$ cat config.mk
export PLATFORM = sky130hd
export DESIGN_NAME = wake_evt_router
export DESIGN_NICKNAME = d
export VERILOG_FILES = /design/src/rtl/wake_evt_pkg.sv /design/src/rtl/wake_sync.sv /design/src/rtl/wake_edge.sv /design/src/rtl/wake_sb_fsm.sv /design/src/rtl/wake_evt_router.sv
export SDC_FILE = /design/constraint.sdc
export NUM_CORES = 1
export LEC_CHECK = 0
export CAP_MARGIN = 15
export CORE_UTILIZATION = 42
export DETAILED_ROUTE_END_ITERATION = 7
export PLACE_DENSITY = 0.92
export RECOVER_POWER = 25
export SYNTH_ARGS = -nofsm -noshare
export SYNTH_HDL_FRONTEND = slang
export SYNTH_HIERARCHICAL = 1
export SYNTH_SLANG_ARGS = --single-unit
$ cat constraint.sdc
create_clock -name clk -period 2.3 [get_ports clk]
set_clock_uncertainty 0.2 [all_clocks]
set_input_delay 0.575 -clock clk [delete_from_list [all_inputs] [get_ports clk]]
set_output_delay 0.575 -clock clk [all_outputs]
set_load 0.005 [all_outputs]
$ cat src/rtl/wake_evt_pkg.sv
package wake_evt_pkg;

    localparam int ST_W    = 3;
    localparam int NSRC    = 3;
    localparam int STS_RING = 0;
    localparam int STS_PME  = 1;
    localparam int STS_SB   = 2;

    typedef enum logic [ST_W-1:0] {
        PS_S0 = 3'd0,
        PS_S1 = 3'd1,
        PS_S2 = 3'd2,
        PS_S3 = 3'd3,
        PS_S4 = 3'd4,
        PS_S5 = 3'd5,
        PS_X6 = 3'd6,
        PS_X7 = 3'd7
    } pstate_t;

    typedef enum logic [1:0] {
        RT_NONE = 2'd0,
        RT_SCI  = 2'd1,
        RT_SMI  = 2'd2,
        RT_RSVD = 2'd3
    } route_t;

    typedef enum logic {
        SB_IDLE = 1'b0,
        SB_HELD = 1'b1
    } sb_state_t;

    function automatic logic is_suspend(input logic [ST_W-1:0] ps);
        return (ps >= PS_S1) && (ps <= PS_S5);
    endfunction

    function automatic logic is_light(input logic [ST_W-1:0] ps);
        return (ps >= PS_S1) && (ps <= PS_S4);
    endfunction

endpackage

$ cat src/rtl/wake_sync.sv
module wake_sync #(
    parameter int             WIDTH   = 3,
    parameter int             STAGES  = 2,
    parameter logic [WIDTH-1:0] RST_VAL = '0
) (
    input  logic             clk,
    input  logic             rst,
    input  logic [WIDTH-1:0] d_in,
    output logic [WIDTH-1:0] q_out
);
    logic [STAGES-1:0][WIDTH-1:0] chain_q;

    genvar gi;
    generate
        for (gi = 0; gi < STAGES; gi++) begin : g_stage
            if (gi == 0) begin : g_first
                always_ff @(posedge clk) begin
                    if (rst) chain_q[gi] <= RST_VAL;
                    else     chain_q[gi] <= d_in;
                end
            end else begin : g_next
                always_ff @(posedge clk) begin
                    if (rst) chain_q[gi] <= RST_VAL;
                    else     chain_q[gi] <= chain_q[gi-1];
                end
            end
        end
    endgenerate

    assign q_out = chain_q[STAGES-1];
endmodule

$ cat src/rtl/wake_edge.sv
module wake_edge #(
    parameter bit FALLING = 1'b0,
    parameter bit IDLE    = 1'b0
) (
    input  logic clk,
    input  logic rst,
    input  logic level,
    output logic hit
);
    logic prev_q;

    always_ff @(posedge clk) begin
        if (rst) prev_q <= IDLE;
        else     prev_q <= level;
    end

    generate
        if (FALLING) begin : g_fall
            assign hit = prev_q & ~level;
        end else begin : g_rise
            assign hit = level & ~prev_q;
        end
    endgenerate
endmodule

$ cat src/rtl/wake_sb_fsm.sv
module wake_sb_fsm
    import wake_evt_pkg::*;
(
    input  logic clk,
    input  logic rst,
    input  logic btn,
    output logic press
);
    sb_state_t state_q, state_d;

    always_ff @(posedge clk) begin
        if (rst) state_q <= SB_IDLE;
        else     state_q <= state_d;
    end

    always_comb begin
        state_d = state_q;
        press   = 1'b0;
        unique case (state_q)
            SB_IDLE: begin
                if (btn) begin
                    state_d = SB_HELD;
                    press   = 1'b1;
                end
            end
            SB_HELD: begin
                if (!btn) state_d = SB_IDLE;
            end
            default: state_d = SB_IDLE;
        endcase
    end
endmodule

$ cat src/rtl/wake_evt_router.sv
module wake_evt_router
    import wake_evt_pkg::*;
#(
    parameter int SYNC_STAGES = 2
) (
    input  logic            clk,
    input  logic            rst,
    input  logic            ring_act,
    input  logic            pme_line,
    input  logic            sb_line,
    input  logic [ST_W-1:0] pstate,
    input  logic            ring_wake_en,
    input  logic            ring_int_en,
    input  logic [1:0]      pme_route,
    input  logic            pme_wake_en,
    input  logic            sb_wake_en,
    input  logic [ST_W-1:0] sb_target,
    input  logic [NSRC-1:0] sts_clr,
    output logic            wake_req,
    output logic            sci_evt,
    output logic            smi_evt,
    output logic            brk_evt,
    output logic            slp_req,
    output logic [ST_W-1:0] slp_tgt,
    output logic [NSRC-1:0] evt_sts
);
    localparam logic [NSRC-1:0] SYNC_IDLE = NSRC'(1) << STS_PME;

    logic [NSRC-1:0] raw_in, sync_out;
    logic            ring_hit, pme_hit, sb_hit;

    always_comb begin
        raw_in           = '0;
        raw_in[STS_RING] = ring_act;
        raw_in[STS_PME]  = pme_line;
        raw_in[STS_SB]   = sb_line;
    end

    wake_sync #(
        .WIDTH   (NSRC),
        .STAGES  (SYNC_STAGES),
        .RST_VAL (SYNC_IDLE)
    ) u_sync (
        .clk   (clk),
        .rst   (rst),
        .d_in  (raw_in),
        .q_out (sync_out)
    );

    wake_edge #(.FALLING(1'b0), .IDLE(1'b0)) u_ring_edge (
        .clk   (clk),
        .rst   (rst),
        .level (sync_out[STS_RING]),
        .hit   (ring_hit)
    );

    wake_edge #(.FALLING(1'b1), .IDLE(1'b1)) u_pme_edge (
        .clk   (clk),
        .rst   (rst),
        .level (sync_out[STS_PME]),
        .hit   (pme_hit)
    );

    wake_sb_fsm u_sb (
        .clk   (clk),
        .rst   (rst),
        .btn   (sync_out[STS_SB]),
        .press (sb_hit)
    );

    // routing decisions
    logic            in_s0, in_susp, in_light, tgt_ok;
    logic            wake_d, sci_d, smi_d, brk_d, slp_d;
    logic [NSRC-1:0] set_vec, sts_d;
    route_t          route;

    always_comb begin
        route    = route_t'(pme_route);
        in_s0    = (pstate == PS_S0);
        in_susp  = is_suspend(pstate);
        in_light = is_light(pstate);
        tgt_ok   = is_light(sb_target);

        wake_d = (ring_hit & in_susp  & ring_wake_en)
               | (pme_hit  & in_susp  & pme_wake_en)
               | (sb_hit   & in_light & sb_wake_en);
        sci_d  = pme_hit & (route == RT_SCI);
        smi_d  = pme_hit & (route == RT_SMI);
        brk_d  = ring_hit & in_s0 & ring_int_en;
        slp_d  = sb_hit & in_s0 & tgt_ok;

        set_vec           = '0;
        set_vec[STS_RING] = ring_hit;
        set_vec[STS_PME]  = pme_hit;
        set_vec[STS_SB]   = sb_hit;
        sts_d = (evt_sts & ~sts_clr) | set_vec;
    end

    always_ff @(posedge clk) begin
        if (rst) begin
            wake_req <= 1'b0;
            sci_evt  <= 1'b0;
            smi_evt  <= 1'b0;
            brk_evt  <= 1'b0;
            slp_req  <= 1'b0;
            slp_tgt  <= '0;
            evt_sts  <= '0;
        end else begin
            wake_req <= wake_d;
            sci_evt  <= sci_d;
            smi_evt  <= smi_d;
            brk_evt  <= brk_d;
            slp_req  <= slp_d;
            slp_tgt  <= slp_d ? sb_target : '0;
            evt_sts  <= sts_d;
        end
    end
endmodule

==> Flow_metrics.wiki <==
{| class="wikitable"
! Metric !! Value
|-
| Result of the run || finished, final reports clean
|-
| Sinks on Clock Net || 20
|-
| Largest stage delay on the critical path || about 0.5 ns
|-
| CP startpoint kind || flip-flop
|-
| Leading cell types in the layout, fill and taps excluded || clkdlybuf4s50_1 (29), dfxtp_1 (20), nor2_1 (6)
|-
| Slowest stage cell, crit path || clkdlybuf4s50_1
|-
| CP Cell Sequence || clkdlybuf4s50_1
|-
| Diode insertion count for antenna repair || 0
|-
| Hold buffer count at cts || 0
|-
| Most frequent standard cell in the layout excluding fill and tap cells || clkdlybuf4s50_1
|-
| Die H || 42.5 um
|-
| Synthesized area || 688 um^2
|-
| Setup crit end kind || output port
|-
| Clock-pin slew reported for the worst setup and hold paths after clock tree synthesis || approximately 0.10 ns
|-
| Unrepaired setup endpoints after global routing || false
|-
| Number of search-and-repair iterations in the first detailed-routing pass || 4
|-
| Routed wire length per instance || 12.1 um
|-
| Fin util || 0.673
|-
| Portion of the post-synthesis area used by sequential elements || 0.582
|-
| Crit path kind || flip-flop to output port
|-
| CTS buffer count || 3
|-
| Layout fillers || roughly 120
|-
| Number of max-slew violations in the final report || 0
|-
| Post-DP Area || between 900 and 1000 um^2
|-
| Final setup vio count || 0
|-
| Area of all placed cells without fillers || about 1000 um^2
|-
| First-pass GRT wire length || 2140 um
|-
| Ports || 31
|-
| Cells after DPL || 106
|-
| Number of buffers inserted by post-CTS setup repair || 0
|-
| Max-cap violation count || 0
|-
| Violation count after the first detailed-routing iteration || 7
|-
| Placeable core area || 1520 um^2
|-
| Synthesized area per cell || 11.1 um^2
|-
| Synth area leader || dfxtp_1
|-
| H-tree levels || 1
|-
| Cell family with most CP delay || buffers and inverters
|-
| Final routed DRC violation total || 0
|-
| Clock root buffer master || clkbuf_4
|-
| Worst Hold Margin || 0.214 ns
|-
| Max-slew headroom || 0.651
|-
| Input/output buffers || 30
|-
| CTS tree || yes
|-
| Areal power density over the cells || between 600 and 700 nW/um^2
|-
| Clock network latency to the later pin of the worst-skew pair || 0.30 ns
|-
| Final-report hold violation count || 0
|-
| Worst Path Max Fanout || 2
|-
| Fraction of final layout cells sized beyond drive strength 1 || 0.117
|-
| Total number of yosys warnings || 6
|-
| Maximum number of pins on one net before global-route repair || 12
|-
| Crit path buf inv count || 1
|-
| Number of vias per cell || 4.73
|-
| Total Routing Usage GR || 0.165
|-
| Synth unique cells || 19
|-
| RePlAce Congestion || around 0.74
|-
| Rows || 14
|-
| Longest Clk Path Bufs || 2
|-
| Mapped Cells || 62
|-
| Detail Placement HPWL || 988 um
|-
| Post-route ant nets || 0
|-
| Total via count in the routed design || 520
|-
| Highest achievable clock rate || 522 MHz
|-
| Top cell type's share of synthesized area || 0.582
|-
| Highest ir drop seen on vdd || 0.000405 V
|-
| Layout Area Growth over Synthesis || 49.1%
|-
| Die Footprint || around 1800 um^2
|-
| Initial Utilization || 0.452
|-
| Net count reported at finish || 115
|-
| Top cells by area, synth || dfxtp_1 (58%), nor2b_4 (8.0%), nor2b_1 (3.6%)
|-
| Final min period || 1.91 ns
|-
| Post-Synthesis Net Count || 82
|-
| Gr ovfl total || 0
|-
| Number of global-route vias before repair || 512
|-
| Slew @ Worst Pin || 0.523 ns
|-
| Final TNS setup || 0 ns
|-
| Worst hold path type || flip-flop to flip-flop
|-
| Number of cells upsized or downsized after cts || 0
|-
| Yosys reg bits || 20
|-
| Initial antenna violation count || 0
|-
| Detailed-route wire length || 1330 um
|-
| Critical path data arrival time || 1.14 ns
|-
| Final instance count without filler cells || 110
|-
| Leakage power || 0.000393 uW
|-
| Fraction of the cycle the final worst path needs || 0.832
|-
| Required time of the critical path || 1.52 ns
|-
| Horizontal die dimension || about 42 um
|}
## path summary, 6_finish.rpt
check                                       start              end  slack [ns]  cells after the start
worst max-delay path                   evt_sts[2]       evt_sts[2]        0.39                      1
worst min-delay path            u_sync/chain_q[1]  u_sync/q_out[1]        0.21                      1
worst max register to register    u_sync/q_out[1]         wake_req        0.97                      4
worst min register to register  u_sync/chain_q[1]  u_sync/q_out[1]        0.21                      1
## cell families (layout without fill, tap and decap cells)
family                 after synthesis  count (layout)  synth area share
AND/OR/NAND/NOR                     28              28             0.293
flip-flops                          20              20             0.582
AO/OA/AOI/OAI                        7               7            0.0636
XOR/XNOR                             1               1            0.0127
buffers and inverters                6              38            0.0491
## final cells by class
cell class / instances / area [um^2] / area share
Sequential cell: 20 / 400 / 0.390
Timing Repair Buffer: 31 / 304 / 0.296
Clock buffer: 4 / 36.3 / 0.0354
Inverter: 3 / 11.3 / 0.0110
Multi-Input combinational cell: 36 / 254 / 0.248
Tap cell: 16 / 20.0 / 0.0195
## per-layer routing
| metal | wire length (um) | up-vias | GRT usage |
|---|---|---|---|
| li1 | - | 266 | - |
| met1 | 564 | 240 | 0.190 |
| met2 | 703 | 14 | 0.283 |
| met3 | 58 | 0 | 0.0690 |
| met4 | 0 | 0 | 0.0375 |
| met5 | 0 | - | 0 |
## synthesized netlist by cell type (all sizes together)
cell,count
nand2,3
nor3,1
or2,3
and2b,1
buf,3
nor2,6
nor4bb,2
nor3b,2
nor2b,8
and3,1
a21o,1
dfxtp,20
inv,3
nor4,1
a211o,1
a21oi,4
xor2,1
a22oi,1
## flip-flops by register name (all words and copies together) (netlist names)
name / flops
wake_req: 1
slp_req: 1
evt_sts: 3
u_ring_edge/prev_q: 1
smi_evt: 1
brk_evt: 1
u_sb/state_q: 1
sci_evt: 1
u_sync/chain_q: 3
u_sync/q_out: 3
slp_tgt: 3
u_pme_edge/prev_q: 1
## power by group
group          internal, uW  switching (uW)  total (uW)
sequential              355            3.48         359
combinational          46.4            23.1        69.5
clock                  96.6            99.5         196
total                   498             126         624
## stage by stage
stage	total power, uW	setup slack (ns)
2_1_floorplan	389	0.901
3_3_place_gp	434	0.375
3_5_place_dp	437	0.293
4_1_cts	630	0.377
5_1_grt	655	0.321
6_report	624	0.386
Power figures use the tool's default switching activity.
